`src/rtl/dac_stage_pkg.sv`:
```
package dac_stage_pkg;

  localparam logic [1:0] ADDR_LOW  = 2'd0;
  localparam logic [1:0] ADDR_HIGH = 2'd1;
  localparam logic [1:0] ADDR_CFG  = 2'd2;

  localparam int CFG_EN     = 0;
  localparam int CFG_LEFT   = 1;
  localparam int CFG_INH    = 2;
  localparam int CFG_KEEP   = 3;
  localparam int CFG_SEL_LO = 4;

  // strobes from control to datapath
  typedef struct packed {
    logic loadLow;
    logic loadHigh;
    logic commit;
    logic clrAll;
    logic clrHold;
  } stageCtl_t;

endpackage

```
`src/rtl/dac_stage_trig.sv`:
```
module dac_stage_trig #(
  parameter int NUM_TIMERS = 3,
  parameter int NUM_LOGIC  = 4,
  parameter int SEL_W      = 3
) (
  input  logic                  clk,
  input  logic                  rstPorN,
  input  logic                  rstSysN,
  input  logic [NUM_TIMERS-1:0] timerOvf,
  input  logic [NUM_LOGIC-1:0]  logicIn,
  input  logic [SEL_W-1:0]      trigSel,
  output logic                  trigHit
);

  localparam int NSRC     = 1 + NUM_TIMERS + NUM_LOGIC;
  localparam int SRC_SPAN = 1 << SEL_W;

  logic [NUM_LOGIC-1:0] riseHit;
  logic [SRC_SPAN-1:0]  srcVec;

  generate
    for (genvar j = 0; j < NUM_LOGIC; j++) begin : g_edge
      logic prevLvl;
      // history starts high so a level already high at reset is not an edge
      always_ff @(posedge clk or negedge rstPorN) begin
        if (!rstPorN)      prevLvl <= 1'b1;
        else if (!rstSysN) prevLvl <= 1'b1;
        else               prevLvl <= logicIn[j];
      end
      assign riseHit[j] = logicIn[j] & ~prevLvl;

      // an edge yields a single-cycle pulse
      assert_single_pulse_R6: assert property (@(posedge clk) disable iff (!rstPorN)
        riseHit[j] |=> !riseHit[j]);
    end
  endgenerate

  always_comb begin
    srcVec = '0;
    srcVec[NSRC-1:0] = {riseHit, timerOvf, 1'b1};
    trigHit = srcVec[trigSel];
  end

endmodule

```
`src/rtl/dac_stage_ctrl.sv`:
```
module dac_stage_ctrl
  import dac_stage_pkg::*;
#(
  parameter int SEL_W = 3,
  parameter int CFG_W = 4 + SEL_W
) (
  input  logic             clk,
  input  logic             rstPorN,
  input  logic             rstSysN,
  input  logic             wrEn,
  input  logic [1:0]       wrAddr,
  input  logic [CFG_W-1:0] cfgData,
  input  logic             trigHit,
  output logic [SEL_W-1:0] trigSel,
  output logic             cfgEn,
  output logic             cfgLeft,
  output logic [CFG_W-1:0] cfgByte,
  output stageCtl_t        ctl
);

  logic cfgInh;
  logic cfgKeep;
  logic cfgWrite;

  assign cfgWrite = wrEn && (wrAddr == ADDR_CFG);

  always_ff @(posedge clk or negedge rstPorN) begin
    if (!rstPorN) begin
      cfgEn   <= 1'b0;
      cfgLeft <= 1'b0;
      cfgInh  <= 1'b0;
      cfgKeep <= 1'b0;
      trigSel <= '0;
    end else if (!rstSysN) begin
      if (!cfgKeep) begin
        cfgEn   <= 1'b0;
        cfgLeft <= 1'b0;
        cfgInh  <= 1'b0;
        trigSel <= '0;
      end
    end else if (cfgWrite) begin
      cfgEn   <= cfgData[CFG_EN];
      cfgLeft <= cfgData[CFG_LEFT];
      cfgInh  <= cfgData[CFG_INH];
      cfgKeep <= cfgData[CFG_KEEP];
      trigSel <= cfgData[CFG_SEL_LO +: SEL_W];
    end
  end

  always_comb begin
    cfgByte = '0;
    cfgByte[CFG_EN]   = cfgEn;
    cfgByte[CFG_LEFT] = cfgLeft;
    cfgByte[CFG_INH]  = cfgInh;
    cfgByte[CFG_KEEP] = cfgKeep;
    cfgByte[CFG_SEL_LO +: SEL_W] = trigSel;
  end

  always_comb begin
    ctl.loadLow  = rstSysN && wrEn && (wrAddr == ADDR_LOW);
    ctl.loadHigh = rstSysN && wrEn && (wrAddr == ADDR_HIGH);
    ctl.commit   = rstSysN && trigHit && !cfgInh;
    ctl.clrAll   = !rstSysN && !cfgKeep;
    ctl.clrHold  = !rstSysN;
  end

  // no commit is issued while inhibited
  assert_inhibit_blocks_R7: assert property (@(posedge clk) disable iff (!rstPorN)
    cfgInh |-> !ctl.commit);

  // a system reset without the keep bit wipes the configuration
  assert_sysreset_clears_R11: assert property (@(posedge clk) disable iff (!rstPorN)
    (!rstSysN && !cfgKeep) |=> (cfgByte == '0));

endmodule

```
`src/rtl/dac_stage_data.sv`:
```
module dac_stage_data
  import dac_stage_pkg::*;
#(
  parameter int CODE_W = 12,
  parameter int BYTE_W = 8
) (
  input  logic              clk,
  input  logic              rstPorN,
  input  logic              rstSysN,
  input  stageCtl_t         ctl,
  input  logic              leftJust,
  input  logic [BYTE_W-1:0] wrData,
  output logic [BYTE_W-1:0] holdLow,
  output logic [BYTE_W-1:0] highByte,
  output logic [CODE_W-1:0] codeOut,
  output logic              updated
);

  localparam int NIB = CODE_W - BYTE_W;

  logic [CODE_W-1:0] staged;
  logic [CODE_W-1:0] assembled;

  always_comb begin
    if (leftJust) assembled = {wrData, holdLow[BYTE_W-1 -: NIB]};
    else          assembled = {wrData[NIB-1:0], holdLow};
  end

  always_ff @(posedge clk or negedge rstPorN) begin
    if (!rstPorN) begin
      holdLow  <= '0;
      highByte <= '0;
      staged   <= '0;
      codeOut  <= '0;
      updated  <= 1'b0;
    end else if (ctl.clrAll) begin
      holdLow  <= '0;
      highByte <= '0;
      staged   <= '0;
      codeOut  <= '0;
      updated  <= 1'b0;
    end else if (ctl.clrHold) begin
      holdLow  <= '0;
      updated  <= 1'b0;
    end else begin
      if (ctl.loadLow) holdLow <= wrData;
      if (ctl.loadHigh) begin
        highByte <= wrData;
        staged   <= assembled;
      end
      if (ctl.commit) codeOut <= staged;
      updated <= ctl.commit;
    end
  end

  // a commit moves the staged code to the output
  assert_commit_takes_staged_R5: assert property (@(posedge clk) disable iff (!rstPorN)
    ctl.commit |=> (codeOut == $past(staged)));

  // without a commit the output code holds
  assert_code_holds_R7: assert property (@(posedge clk) disable iff (!rstPorN)
    (rstSysN && !ctl.commit) |=> $stable(codeOut));

  // a low-byte write alone leaves the staged code untouched
  assert_low_only_R3: assert property (@(posedge clk) disable iff (!rstPorN)
    (ctl.loadLow && !ctl.loadHigh) |=> $stable(staged));

endmodule

```
`src/rtl/dac_code_stager.sv`:
```
module dac_code_stager
  import dac_stage_pkg::*;
#(
  parameter int CODE_W     = 12,
  parameter int BYTE_W     = 8,
  parameter int NUM_TIMERS = 3,
  parameter int NUM_LOGIC  = 4
) (
  input  logic                  clk,
  input  logic                  rstPorN,
  input  logic                  rstSysN,
  input  logic                  wrEn,
  input  logic [1:0]            wrAddr,
  input  logic [BYTE_W-1:0]     wrData,
  input  logic [1:0]            rdAddr,
  output logic [BYTE_W-1:0]     rdData,
  input  logic [NUM_TIMERS-1:0] timerOvf,
  input  logic [NUM_LOGIC-1:0]  logicIn,
  output logic [CODE_W-1:0]     codeOut,
  output logic                  chanEn,
  output logic                  updated
);

  localparam int NSRC  = 1 + NUM_TIMERS + NUM_LOGIC;
  localparam int SEL_W = $clog2(NSRC);
  localparam int CFG_W = 4 + SEL_W;

  stageCtl_t         ctl;
  logic [SEL_W-1:0]  trigSel;
  logic              trigHit;
  logic              cfgLeft;
  logic [CFG_W-1:0]  cfgByte;
  logic [BYTE_W-1:0] holdLow;
  logic [BYTE_W-1:0] highByte;

  dac_stage_trig #(
    .NUM_TIMERS(NUM_TIMERS),
    .NUM_LOGIC (NUM_LOGIC),
    .SEL_W     (SEL_W)
  ) u_trig (
    .clk     (clk),
    .rstPorN (rstPorN),
    .rstSysN (rstSysN),
    .timerOvf(timerOvf),
    .logicIn (logicIn),
    .trigSel (trigSel),
    .trigHit (trigHit)
  );

  dac_stage_ctrl #(
    .SEL_W(SEL_W),
    .CFG_W(CFG_W)
  ) u_ctrl (
    .clk    (clk),
    .rstPorN(rstPorN),
    .rstSysN(rstSysN),
    .wrEn   (wrEn),
    .wrAddr (wrAddr),
    .cfgData(wrData[CFG_W-1:0]),
    .trigHit(trigHit),
    .trigSel(trigSel),
    .cfgEn  (chanEn),
    .cfgLeft(cfgLeft),
    .cfgByte(cfgByte),
    .ctl    (ctl)
  );

  dac_stage_data #(
    .CODE_W(CODE_W),
    .BYTE_W(BYTE_W)
  ) u_data (
    .clk     (clk),
    .rstPorN (rstPorN),
    .rstSysN (rstSysN),
    .ctl     (ctl),
    .leftJust(cfgLeft),
    .wrData  (wrData),
    .holdLow (holdLow),
    .highByte(highByte),
    .codeOut (codeOut),
    .updated (updated)
  );

  always_comb begin
    rdData = '0;
    case (rdAddr)
      ADDR_LOW:  rdData = holdLow;
      ADDR_HIGH: rdData = highByte;
      ADDR_CFG:  rdData[CFG_W-1:0] = cfgByte;
      default:   rdData = '0;
    endcase
  end

  // the strobe never lasts past a cycle without a fresh commit
  assert_strobe_follows_R8: assert property (@(posedge clk) disable iff (!rstPorN)
    (rstSysN && !trigHit) |=> !updated);

endmodule

```
`config.mk`:
```
export PLATFORM = sky130hd
export DESIGN_NAME = dac_code_stager
export DESIGN_NICKNAME = d
export VERILOG_FILES = /design/src/rtl/dac_stage_pkg.sv /design/src/rtl/dac_stage_trig.sv /design/src/rtl/dac_stage_ctrl.sv /design/src/rtl/dac_stage_data.sv /design/src/rtl/dac_code_stager.sv
export SDC_FILE = /design/constraint.sdc
export NUM_CORES = 1
export LEC_CHECK = 0
export BUFFER_PORTS_ARGS = -buffer_cell sky130_fd_sc_hd__buf_2
export CAP_MARGIN = 40
export CORE_MARGIN = 5
export CORE_UTILIZATION = 30
export DETAILED_ROUTE_END_ITERATION = 12
export GPL_ROUTABILITY_DRIVEN = 0
export PLACE_DENSITY = 0.5
export REMOVE_ABC_BUFFERS = 1
export SYNTH_ARGS = -nofsm -noshare
export SYNTH_HDL_FRONTEND = slang
export SYNTH_SLANG_ARGS = --single-unit
```
`constraint.sdc`:
```
create_clock -name clk -period 1.6 [get_ports clk]
set_input_delay 0.32 -clock clk [delete_from_list [all_inputs] [get_ports clk]]
set_output_delay 0.32 -clock clk [all_outputs]
set_load 0.005 [all_outputs]
```
==> out/metrics.cfg <==
[clock_tree]
clk_latency_ns = 0.30
cts-buffers-inserted = 5
cts_tree = yes
cts_num_sinks = 52
clk_pin_slew_ns = 0.09
postCtsHoldBufs = 0
cts_root_buf = clkbuf_8
htreeDepth = 2
clockBufferDepth = 2

[hold_path]
hp-class = primary input to async pin

[sta]
fin_crit_ns = 1.566
setup_ws_ns = 0.03386
slew_headroom = 0.7733
worstMarginPinSlew_ns = 0.3388
fin_crit_sh = 0.9788
rsz0062_at_grt = true
setup_viol = 0
timing.fmax_mhz = 638.5
finalMaxSlewViolations = 0
hold_viol = 0
finClkSkew_ns = 0.006525

[global_route]
grt_pass1_wl_um = 10250
gr-total-overflow = 0
antenna_found_initial = 0
grt_pass1_vias = 1974
groute.usage.overall = 0.1279
grt_max_degree = 53

[yosys]
ys_ff_latch = 52
dominantRegCellSynth = dfrtp_1
yosys_warnings = 0
syn_inst = 256
synth.area.top_cells = dfrtp_1, mux2i_1, nand2_1
synth_edf_count = 0
ys_types = 30
ys_async_sr_fraction = 1.000
yosysMostFrequentCell = nand2_1
yosys-top-cells-count = nand2_1, dfrtp_1, mux2i_1
netlist.area_leader.share = 0.4834
synth.largest_area_cell = dfrtp_1
avgSynthCellArea_um2 = 9.707
syn_area_um2 = 2485
ys_seq_area_frac = 0.5257

[detailed_routing]
drtPass1Iterations = 4
first_iter_violations = 104
drc = 0
vias = 1917
routedWlPerCell_um = 15.05
wl_um = 6244
via_per_inst = 4.619
ant_nets = 0

[worst_setup_path]
reg2reg_from = u_ctrl.trigSel[0]
arrival_ns = 1.79
crit_fanout = 6
slowest_delay_ns = 0.46
reg2reg_depth = 5
crit_required_ns = 1.83
critPathCaptureType = register
r2r_end = u_data.codeOut[2]
path_cells = buf_6 -> o311a_4 -> a21oi_4 -> clkbuf_16 -> mux2i_1
r2r_slack_ns = 0.03
slowest_stage = dfrtp_2
path_class = register to register
start_kind = register

[floorplan]
start_util = 0.3055
core-area_um2 = 8134
rows = 33
die_x_um = 101.0
ios = 45
die_y_um = 101.0
die-area_um2 = 10200

[power_and_ir_drop]
vdd.ir_drop.worst_v = 0.0003527
leakage_nw = 1.457
p_per_area_nw_per_um2 = 870.5
total_power_mw = 2.677

[cells_and_area]
fin_nets = 332
antennaDiodeCount = 0
stdcell_count = 415
drive_gt1_frac = 0.2645
final_area_um2 = 3075
syn2layout_area_growth_pct = 23.77

[flow_run]
maxCapViolCount = 0

[place]
dp.cells = 404
dp_hpwl_um = 4316
placed_cell_area_um2 = 2924
portBuffers = 44
post-place-ws_ns = 0.06893

[run_status]
status = finished clean

-- registers in the layout (all words and copies together) (netlist names) --
signal	flops
u_ctrl.cfgInh	1
u_data.highByte	8
u_ctrl.cfgLeft	1
u_data.staged	12
u_data.codeOut	12
u_ctrl.cfgEn	1
u_data.updated	1
u_data.holdLow	8
u_trig.g_edge.prevLvl	4
u_ctrl.trigSel	3
u_ctrl.cfgKeep	1
-- how the worst max path moves through the flow --
stage / slack [ns] / startpoint / end
floorplan: 0.07 / wrEn / u_data.staged[10]
global placement: 0.1 / u_ctrl.trigSel[0] / u_data.codeOut[7]
detailed placement: 0.07 / u_ctrl.trigSel[0] / u_data.codeOut[7]
CTS: 0.005 / u_ctrl.trigSel[0] / rdData[4]
global route: -0.04 / u_ctrl.trigSel[1] / u_data.codeOut[11]
finish: 0.03 / u_ctrl.trigSel[0] / u_data.codeOut[2]
-- cells by family after synthesis --
kind of cell / after synthesis / synth area share
compound gates: 37 / 0.08509
buf+inv: 33 / 0.06244
mux: 36 / 0.1455
flops: 52 / 0.5257
simple gates: 98 / 0.1813
-- cells in the final DEF (no fill, tap or decap), types with 2 or more instances in the layout --
cell type / n
buf_12: 5
dfstp_2: 4
a211oi_1: 2
inv_1: 14
buf_4: 11
mux2i_1: 35
buf_6: 2
nand2_1: 60
nand3_1: 18
dfrtp_1: 46
nor2b_1: 3
a31oi_1: 2
dfrtp_2: 2
clkbuf_8: 6
nor3b_1: 2
o21ai_1: 18
inv_2: 2
clkbuf_1: 2
buf_2: 44
nor2_1: 4
nand2b_1: 5
o21ai_0: 11
-- per-layer routing --
metal / wire, µm / track usage
met1: 2917 / 0.1767
met2: 2988 / 0.2071
met3: 258 / 0.02422
met4: 80 / 0.03067
met5: 0 / 0
-- stage by stage --
step | setup TNS (ns) | utilization | hold WS [ns]
final | 0 | 0.3781 | 0.007781
after global routing | -0.3455 | 0.3781 | 0.008052
after global placement | 0 | 0.3595 | 0.3386
after CTS | 0 | 0.3716 | 0.008290
after floorplan | 0 | - | 0.02441
after detailed placement | 0 | 0.3595 | 0.3386
-- what timing repair did --
action                     in CTS  in global routing
pin swaps                       0                  2
setup endpoints to repair       1                 12
setup buffers                   1                  1
gates resized for setup         2                  9
hold endpoints to repair        0                  0
gates cloned                    0                  1
-- where the power goes --
group          switching, mW  internal [mW]
registers             0.0516           1.39
logic                  0.259          0.216
clock network          0.407          0.354
-- layout make-up --
class	instances	area, µm²
fill	825	5059
timing repair buffer	63	450.4
tap	105	131.4
clock buffer	8	90.09
multi-input combinational	171	1035
sequential	52	1309
inverter	16	60.06
-- critical path, delay by kind of cell (launching register included) --
kind,cells,cell delay (ns)
compound gates,2,0.51
buf+inv,2,0.34
flops,1,0.46
mux,1,0.18
Note: power is estimated with default switching activity, not from simulation.
